===== config.mk =====
export PLATFORM = sky130hd
export DESIGN_NAME = cmyk_turn
export DESIGN_NICKNAME = d
export VERILOG_FILES = /design/src/rtl/cmyk_turn_pkg.sv /design/src/rtl/cmyk_turn_ctl.sv /design/src/rtl/cmyk_turn_slice.sv /design/src/rtl/cmyk_turn.sv
export SDC_FILE = /design/constraint.sdc
export NUM_CORES = 1
export LEC_CHECK = 0
export ABC_AREA = 1
export BUFFER_PORTS_ARGS = -buffer_cell sky130_fd_sc_hd__buf_2
export CAP_MARGIN = 25
export CORE_MARGIN = 2
export CORE_UTILIZATION = 25
export CTS_CLUSTER_DIAMETER = 60
export DETAILED_ROUTE_END_ITERATION = 16
export PLACE_DENSITY_LB_ADDON = 0.08
export SETUP_SLACK_MARGIN = 0.3
export SLEW_MARGIN = 20
export SYNTH_ARGS = -nofsm -noshare
export SYNTH_HDL_FRONTEND = slang
export SYNTH_HIERARCHICAL = 1
export SYNTH_SLANG_ARGS = --single-unit

===== constraint.sdc =====
create_clock -name clk -period 4.1 [get_ports clk]
set_input_delay 0.41 -clock clk [delete_from_list [all_inputs] [get_ports clk]]
set_output_delay 0.41 -clock clk [all_outputs]
set_load 0.005 [all_outputs]

===== src/rtl/cmyk_turn_pkg.sv =====
package cmyk_turn_pkg;
  localparam int NCH   = 4;              // channels per pixel = pixels per group
  localparam int CW    = $clog2(NCH);    // channel / pixel index width
  localparam int GRP   = NCH * NCH;      // bytes per group
  localparam int GW    = $clog2(GRP);    // position counter width
  localparam int TAPS  = 2 * NCH - 1;    // distinct read depths
  localparam int TW    = $clog2(TAPS);   // tap index width
  localparam int DEPTH = 1 << TW;        // per-lane shift register length
  localparam int LAT   = GRP + 1;        // first-in to first-out cycles

  // lane holding channel ch of pixel px after the per-pixel rotation
  function automatic logic [CW-1:0] lane_of(input logic [CW-1:0] ch,
                                            input logic [CW-1:0] px);
    return ch + px;
  endfunction

  // pixel writes since pixel px was pushed, at output slot NCH*ch+px
  function automatic logic [TW-1:0] tap_of(input logic [CW-1:0] ch,
                                           input logic [CW-1:0] px);
    return TW'(NCH - 1) - TW'(px) + TW'(ch);
  endfunction
endpackage


===== src/rtl/cmyk_turn_ctl.sv =====
module cmyk_turn_ctl
  import cmyk_turn_pkg::*;
(
  input  logic          clk,
  input  logic          rst,
  input  logic          in_valid,
  output logic          run,
  output logic [GW-1:0] pos,
  output logic          out_valid,
  output logic          out_first
);
  logic [GW-1:0]  pos_q;
  logic [LAT-1:0] vld_q;
  logic [LAT-1:0] fst_q;
  logic           pend;

  // a group is still draining while any of its words sits in the first LAT-1 stages
  assign pend = |vld_q[LAT-2:0];
  assign run  = (pos_q != '0) | in_valid | pend;
  assign pos  = pos_q;

  always_ff @(posedge clk) begin
    if (rst) begin
      pos_q <= '0;
      vld_q <= '0;
      fst_q <= '0;
    end else begin
      if (run) pos_q <= pos_q + 1'b1;
      vld_q <= {vld_q[LAT-2:0], in_valid};
      fst_q <= {fst_q[LAT-2:0], in_valid && (pos_q == '0)};
    end
  end

  assign out_valid = vld_q[LAT-1];
  assign out_first = fst_q[LAT-1];
endmodule


===== src/rtl/cmyk_turn_slice.sv =====
module cmyk_turn_slice
  import cmyk_turn_pkg::*;
(
  input  logic          clk,
  input  logic          run,
  input  logic [GW-1:0] pos,
  input  logic          din,
  output logic          dout
);
  logic [CW-1:0]    wr_ch, wr_px, rd_ch, rd_px;
  logic [NCH-2:0]   hold;
  logic [NCH-1:0]   word, rot;
  logic [DEPTH-1:0] lane [NCH];

  // write side: position = NCH*pixel + channel
  assign wr_ch = pos[CW-1:0];
  assign wr_px = pos[GW-1:CW];
  // read side: position = NCH*channel + pixel
  assign rd_ch = pos[GW-1:CW];
  assign rd_px = pos[CW-1:0];

  assign word = {din, hold};

  // barrel rotation: channel c of pixel p lands in lane (c + p) mod NCH
  always_comb begin
    for (int j = 0; j < NCH; j++) rot[j] = word[CW'(j) - wr_px];
  end

  always_ff @(posedge clk) begin
    if (run) begin
      for (int j = 0; j < NCH - 1; j++)
        if (wr_ch == CW'(j)) hold[j] <= din;
      if (wr_ch == CW'(NCH - 1))
        for (int j = 0; j < NCH; j++) lane[j] <= {lane[j][DEPTH-2:0], rot[j]};
    end
  end

  // dynamic-length read: lane and depth both follow the slot counter
  assign dout = lane[lane_of(rd_ch, rd_px)][tap_of(rd_ch, rd_px)];
endmodule


===== src/rtl/cmyk_turn.sv =====
module cmyk_turn
  import cmyk_turn_pkg::*;
#(
  parameter int W = 8
) (
  input  logic         clk,
  input  logic         rst,
  input  logic         in_valid,
  input  logic [W-1:0] in_byte,
  output logic         out_valid,
  output logic         out_first,
  output logic [W-1:0] out_byte
);
  logic          run;
  logic [GW-1:0] pos;
  logic [W-1:0]  slice_out;
  logic [W-1:0]  byte_q;

  cmyk_turn_ctl u_ctl (
    .clk       (clk),
    .rst       (rst),
    .in_valid  (in_valid),
    .run       (run),
    .pos       (pos),
    .out_valid (out_valid),
    .out_first (out_first)
  );

  for (genvar b = 0; b < W; b++) begin : g_bit
    cmyk_turn_slice u_slice (
      .clk  (clk),
      .run  (run),
      .pos  (pos),
      .din  (in_byte[b]),
      .dout (slice_out[b])
    );
  end

  always_ff @(posedge clk) begin
    if (rst)      byte_q <= '0;
    else if (run) byte_q <= slice_out;
  end

  assign out_byte = byte_q;
endmodule


# After elaboration in Yosys (flattened, before gate mapping)
# Memories as Yosys holds them, arrays and structs flattened.
# Cells that the tools add are included.
word_totals:
  out_inout_bits: 10
  ramBits: 256
  inputBits: 11
  rom_bits: 0
  latch_bits: 0
  ff_bits: 70
  n_memories: 8
mem_list:
  columns: ["memory", "depth", "word_bits", "read_ports", "rd_clocked_by_memory_dff", "write_ports", "line", "text"]
  rows:
  - ["g_bit[0].u_slice.lane", 4, 8, 5, 0, 4, "cmyk_turn_slice.sv:13", "logic [DEPTH-1:0] lane [NCH];"]
  - ["g_bit[1].u_slice.lane", 4, 8, 5, 0, 4, "cmyk_turn_slice.sv:13", null]
  - ["g_bit[2].u_slice.lane", 4, 8, 5, 0, 4, "cmyk_turn_slice.sv:13", null]
  - ["g_bit[3].u_slice.lane", 4, 8, 5, 0, 4, "cmyk_turn_slice.sv:13", null]
  - ["g_bit[4].u_slice.lane", 4, 8, 5, 0, 4, "cmyk_turn_slice.sv:13", null]
  - ["g_bit[5].u_slice.lane", 4, 8, 5, 0, 4, "cmyk_turn_slice.sv:13", null]
  - ["2 more memories", null, null, null, null, null, null, null]
op_classes:
  shifts: 0
  bitwise: 2
  n_reduce_logical: 8
  eq_ne: 3
  mul: 0
  mux: 83
  n_div: 0
  order_cmp: 5
  addsub: 8
ops:
  columns: ["op", "count"]
  rows:
  - ["1-bit binary-select mux with 2-bit select", 32]
  - ["1-bit two-way mux", 43]
  - ["1-bit binary-select mux with 3-bit select", 8]
  - ["16-bit OR reduction", 1]
  - ["2-bit by 3-bit less-than comparator with 1-bit output, second input constant", 4]
  - ["2-bit AND reduction", 3]
  - ["4-bit by 1-bit adder with 4-bit output, second input constant", 1]
  - ["2-bit == test, second input constant", 2]
  - ["4-bit zero test", 1]
  - ["3-bit by 4-bit less-than comparator with 1-bit output, second input constant", 1]
  - ["4-bit nonzero test", 1]
  - ["1-bit by 2-bit subtractor with 2-bit output, first input constant", 2]
  - ["2-bit subtractor, first input constant", 2]
  - ["3-bit by 2-bit adder with 3-bit output", 1]
  - ["2-bit by 2-bit subtractor with 3-bit output, first input constant", 1]
  - ["2-bit adder", 1]
  - ["2-bit by 1-bit == test with 1-bit output, second input constant", 1]
  - ["2-bit zero test", 1]
  - ["1-bit OR", 2]
  - ["1-bit logical AND", 1]

# Depth between registers and ports, before layout
depth:
  word_depth: 5
  depth_mapped: 14
  ltp_nobuf: 14

# Hierarchy
# Netlist, hierarchy kept.
modules_own_cells:
  columns: ["mod", "instances", "area_each_um2", "cells_per_inst"]
  rows:
  - ["cmyk_turn_slice", 8, 1446.4, 125]
  - ["cmyk_turn_ctl", 1, 1249.9, 150]
  - ["cmyk_turn", 1, 341.6, 51]

# Worst setup path after synthesis
# No wires, ideal clock.
synth_path:
  path_kind: "register to register"
  from: "register u_ctl.pos_q[1], in the netlist u_ctl/pos[1]"
  to: "memory g_bit[0].u_slice/lane[0][0] (netlist name), enable pin"
  path_stages_with_launch: 8
  arrival_ns: 4.008
  setup_ns: 0.455
  path_buffers: 0
  path_slack_ns: -0.363
  t_required_ns: 3.645
  synth_period_minus_slack_ns: 4.463
  cell_sequence: "dfxtp_1 inv_1 ha_1 nand2_2 nor2_1 nand3_1 inv_1 nor3_1"
synth_rtl:
  columns: ["item", "line", "text"]
  rows:
  - ["start, declared", "cmyk_turn_ctl.sv:12", "logic [GW-1:0] pos_q;"]
  - ["start signal, assigned", "cmyk_turn_ctl.sv:28", "if (run) pos_q <= pos_q + 1'b1;"]
  - ["end, declared", "cmyk_turn_slice.sv:13", null]

==> results.md <==
* Syn Inst Count at 1201
* Placeable Area at 0.0523 sq mm
* Final period util at ~64%
* DRT Pass-1 Iters at 4
* Count of vias placed by the detailed router at 7818
* End point of the worst hold path: g_bit[7].u_slice/hold[0]$_DFFE_PP_
* Largest net degree at the start of global routing at 48
* Share of synthesized registers carrying an async set or reset at 0%
* Placement row count at 84
* Worst hold margin at 0.102 ns
* Share of cells above drive strength 1 at 10.6%
* Clock network latency to the later pin of the worst-skew pair at 0.55 ns
* Largest area contributor in the synthesized netlist: sky130_fd_sc_hd__edfxtp_1
* Area fraction of the dominant cell type after synthesis at 60.2%
* Most instantiated cells after synthesis: sky130_fd_sc_hd__inv_1 (279), sky130_fd_sc_hd__edfxtp_1 (264), sky130_fd_sc_hd__nand2_1 (199)
* Setup repair after global routing missed its margin: no
* Post-route DRC violation count at 0
* Count of maximum capacitance violations at 0
* Result of the run: finished clean
* Arrival time of the worst setup path at 2.83 ns
* Gpl congestion at approximately 0.74
* Max-slew headroom at the worst pin at 45.8%
* Worst setup slack after placement at approximately 1.4 ns
* PnR worst setup slack at 1.47 ns
* Starting Density at 25.1%
* CP endpoint kind: flop
* Number of enable flip-flop cells after synthesis at 264
* Nets@finish at 1308
* Pins Over Slew Limit at 0
* Hold crit path type: in2reg
* Area contributors post-synth: sky130_fd_sc_hd__edfxtp_1 (60%), sky130_fd_sc_hd__inv_1 (8.0%), sky130_fd_sc_hd__dfxtp_1 (7.0%)
* Aggregate global routing overflow at 0
* Area of the mapped netlist at 0.0132 sq mm
* Most numerous cell in the Yosys netlist: sky130_fd_sc_hd__inv_1
* Ratio of total power to cell area at 553 mW/mm^2
* DR WL/cell at 12.8 um
* Max FO, Critical Path at 47
* Maximum number of buffers from clock root to sink at 3
* Most common flop cell mapped by yosys: sky130_fd_sc_hd__edfxtp_1
* Clock tree from TritonCTS: yes
* Library cells used by synthesis at 22
* Endpoint required time on the critical path at 4.30 ns
* Count of antenna-violating nets left after detailed routing at 0
* Clk root buf: sky130_fd_sc_hd__clkbuf_16
* Number of gates resized after cts at 0
* Mean post-synth cell area at 11.0 sq um
* Depth of the worst register-to-register path at 8
* TritonCTS sink count at between 300 and 400
* Die footprint at 0.0545 sq mm
* Worst Setup Path Type: reg2reg
* Leakage power summed over all cells at 0.00633 uW
* Max Clk Rate at 381 MHz
* Setup TNS Final at 0 ns
* Port-buffer cells at 20
* Finished Layout Cells at 1984
* Number of antenna violations at the first check in global routing at 2
* Number of filler instances in the final layout at 5501
* Setup bufs post-CTS at 0
* Average vias per placed instance at 3.94
* Clk pin slew, worst setup/hold paths at about 0.06 ns
* Hold-fix buffers, CTS at 0
* Final core area utilization at a little under 30%
* Number of H-tree branching levels at 2
* Count of cells along the worst hold path at 1
* End of the worst register-to-register path: g_bit[7].u_slice/lane[2][7]$_DFFE_PP_
* Post-synthesis sequential area ratio at approximately 67%
* Worst VDD drop at roughly 270 uV
* Worst-margin pin slew at 0.810 ns
* Startpoint type of the worst setup path: flop
* Start point of the worst hold path: in_byte[7]
* Nets in the synthesized netlist at 1246
* Minimum setup slack among reg-to-reg paths at 1.47 ns
* Post-Route WL at 25400 um
* Area added between synthesis and finish at 18.1%
* Worst reg2reg path startpoint: u_ctl/pos[2]$_SDFFE_PP0P_
* I/O pins at 21
* Final critical-path required period at 2.63 ns
* Number of global-route vias before repair at 7903
* Setup Skew at 0.00969 ns
* Yosys synthesis warning count at 6
* FF+latch count, synth at 310
* Chip Height at 233 um
* CTS buffer count at 41
* Final setup viols at 0
* Die extent in x at 233 um
* DRT iter0 DRCs at 478
* Overall Global Routing Usage at 9.75%
* First-pass GRT wire length at 41900 um
* Endpoints failing hold at 0
* Half-perimeter wire length of the detailed placement result at around 16000 um
* DP Cell Count at 1908
-- flip-flops by register name, indices dropped and copies added (netlist names) --
signal              count
out_byte                8
u_ctl/vld_q            17
g_bit.u_slice/hold     24
u_ctl/pos               4
g_bit.u_slice/lane    240
u_ctl/fst_q            17
-- critical path: stages, from the launching register on --
cell                      delay (ns)
sky130_fd_sc_hd__dfxtp_4        0.65
sky130_fd_sc_hd__nor2_2         0.07
sky130_fd_sc_hd__nand2_2        0.10
sky130_fd_sc_hd__nor2_1         0.05
sky130_fd_sc_hd__nand3_1        0.28
sky130_fd_sc_hd__buf_4          0.40
sky130_fd_sc_hd__inv_1          0.18
sky130_fd_sc_hd__nor3_4         0.13
sky130_fd_sc_hd__buf_4          0.38
-- where the power goes --
part           internal [uW]  switching, uW
Combinational            430            891
Sequential              3720            100
Clock                   2090           1360
Total                   6240           2350
-- cells in the final DEF (no fill, tap or decap) --
master and instances:
sky130_fd_sc_hd__inv_1 279, sky130_fd_sc_hd__edfxtp_1 264, sky130_fd_sc_hd__nand2_1 199, sky130_fd_sc_hd__nand3_1 148, sky130_fd_sc_hd__nor2_1 68, sky130_fd_sc_hd__o21ai_0 56, sky130_fd_sc_hd__clkbuf_16 43, sky130_fd_sc_hd__dfxtp_1 42
sky130_fd_sc_hd__ha_1 26, sky130_fd_sc_hd__nor3_1 25, sky130_fd_sc_hd__buf_2 20, sky130_fd_sc_hd__nand2_4 16, sky130_fd_sc_hd__buf_4 12, sky130_fd_sc_hd__nand2_2 11, sky130_fd_sc_hd__clkinv_1 10, sky130_fd_sc_hd__xor2_1 9
sky130_fd_sc_hd__a21oi_1 9, sky130_fd_sc_hd__nand3b_1 8, sky130_fd_sc_hd__nor3_4 8, sky130_fd_sc_hd__fa_1 8, sky130_fd_sc_hd__clkbuf_1 6, sky130_fd_sc_hd__clkinv_2 4, sky130_fd_sc_hd__nor2_2 3, sky130_fd_sc_hd__inv_6 3
sky130_fd_sc_hd__clkbuf_8 3, sky130_fd_sc_hd__clkinvlp_4 3, sky130_fd_sc_hd__dfxtp_2 3, sky130_fd_sc_hd__bufinv_16 2, sky130_fd_sc_hd__nor2_4 2, sky130_fd_sc_hd__diode_2 1, sky130_fd_sc_hd__inv_4 1, sky130_fd_sc_hd__buf_12 1
sky130_fd_sc_hd__nand3_2 1, sky130_fd_sc_hd__or2_0 1, sky130_fd_sc_hd__dfxtp_4 1
-- layer usage --
metal	wire length (um)	track usage, %
met5	11	0
met4	762	4.47
met3	1240	2.51
met2	10500	14.2
met1	12900	13.5
-- how the worst max path moves through the flow --
stage / from / to / slack (ns) / depth (start not counted)
final: u_ctl/pos[2]$_SDFFE_PP0P_ / g_bit[7].u_slice/lane[2][7]$_DFFE_PP_ / 1.47 / 8
after global routing: u_ctl/pos[2]$_SDFFE_PP0P_ / g_bit[5].u_slice/lane[2][3]$_DFFE_PP_ / 1.23 / 8
after CTS: u_ctl/pos[2]$_SDFFE_PP0P_ / g_bit[7].u_slice/lane[2][7]$_DFFE_PP_ / 1.41 / 8
after detailed placement: u_ctl/pos[2]$_SDFFE_PP0P_ / g_bit[7].u_slice/lane[3][6]$_DFFE_PP_ / 1.43 / 8
after global placement: u_ctl/pos[2]$_SDFFE_PP0P_ / g_bit[7].u_slice/lane[1][6]$_DFFE_PP_ / 1.42 / 8
after floorplan: u_ctl/pos[1]$_SDFFE_PP0P_ / g_bit[0].u_slice/lane[0][0]$_DFFE_PP_ / 0.55 / 7
-- through the flow --
| step | total power (uW) | cell area [sq um] |
|---|---|---|
| final | 8590 | 15500 |
| after global routing | 9110 | 15500 |
| after CTS | 8800 | 15500 |
| after detailed placement | 5230 | 14200 |
| after global placement | 5230 | 14200 |
| after floorplan | 4820 | 13200 |
-- layout make-up --
| type | count | area, sq um | share of cell area, % |
|---|---|---|---|
| Antenna cell | 1 | 2.50 | 0.0161 |
| Clock buffer | 52 | 1140 | 7.33 |
| Clock inverter | 23 | 173 | 1.11 |
| Inverter | 279 | 1050 | 6.74 |
| Multi-Input combinational cell | 598 | 3250 | 20.9 |
| Sequential cell | 310 | 8860 | 57.0 |
| Tap cell | 688 | 861 | 5.54 |
| Timing Repair Buffer | 33 | 210 | 1.35 |
-- cell families (layout without fill, tap and decap cells) --
family,after synthesis,in the layout,share of synthesized area [%]
xor gates and xnor gates,9,9,0.599
AOI/OAI and AO/OA,65,65,2.47
adders and majority gates,34,34,3.69
other,0,1,0
and+or+nand+nor,490,490,17.3
buffers and inverters,293,387,8.74
DFF,310,310,67.2
Note: power is estimated with default switching activity, not from simulation.
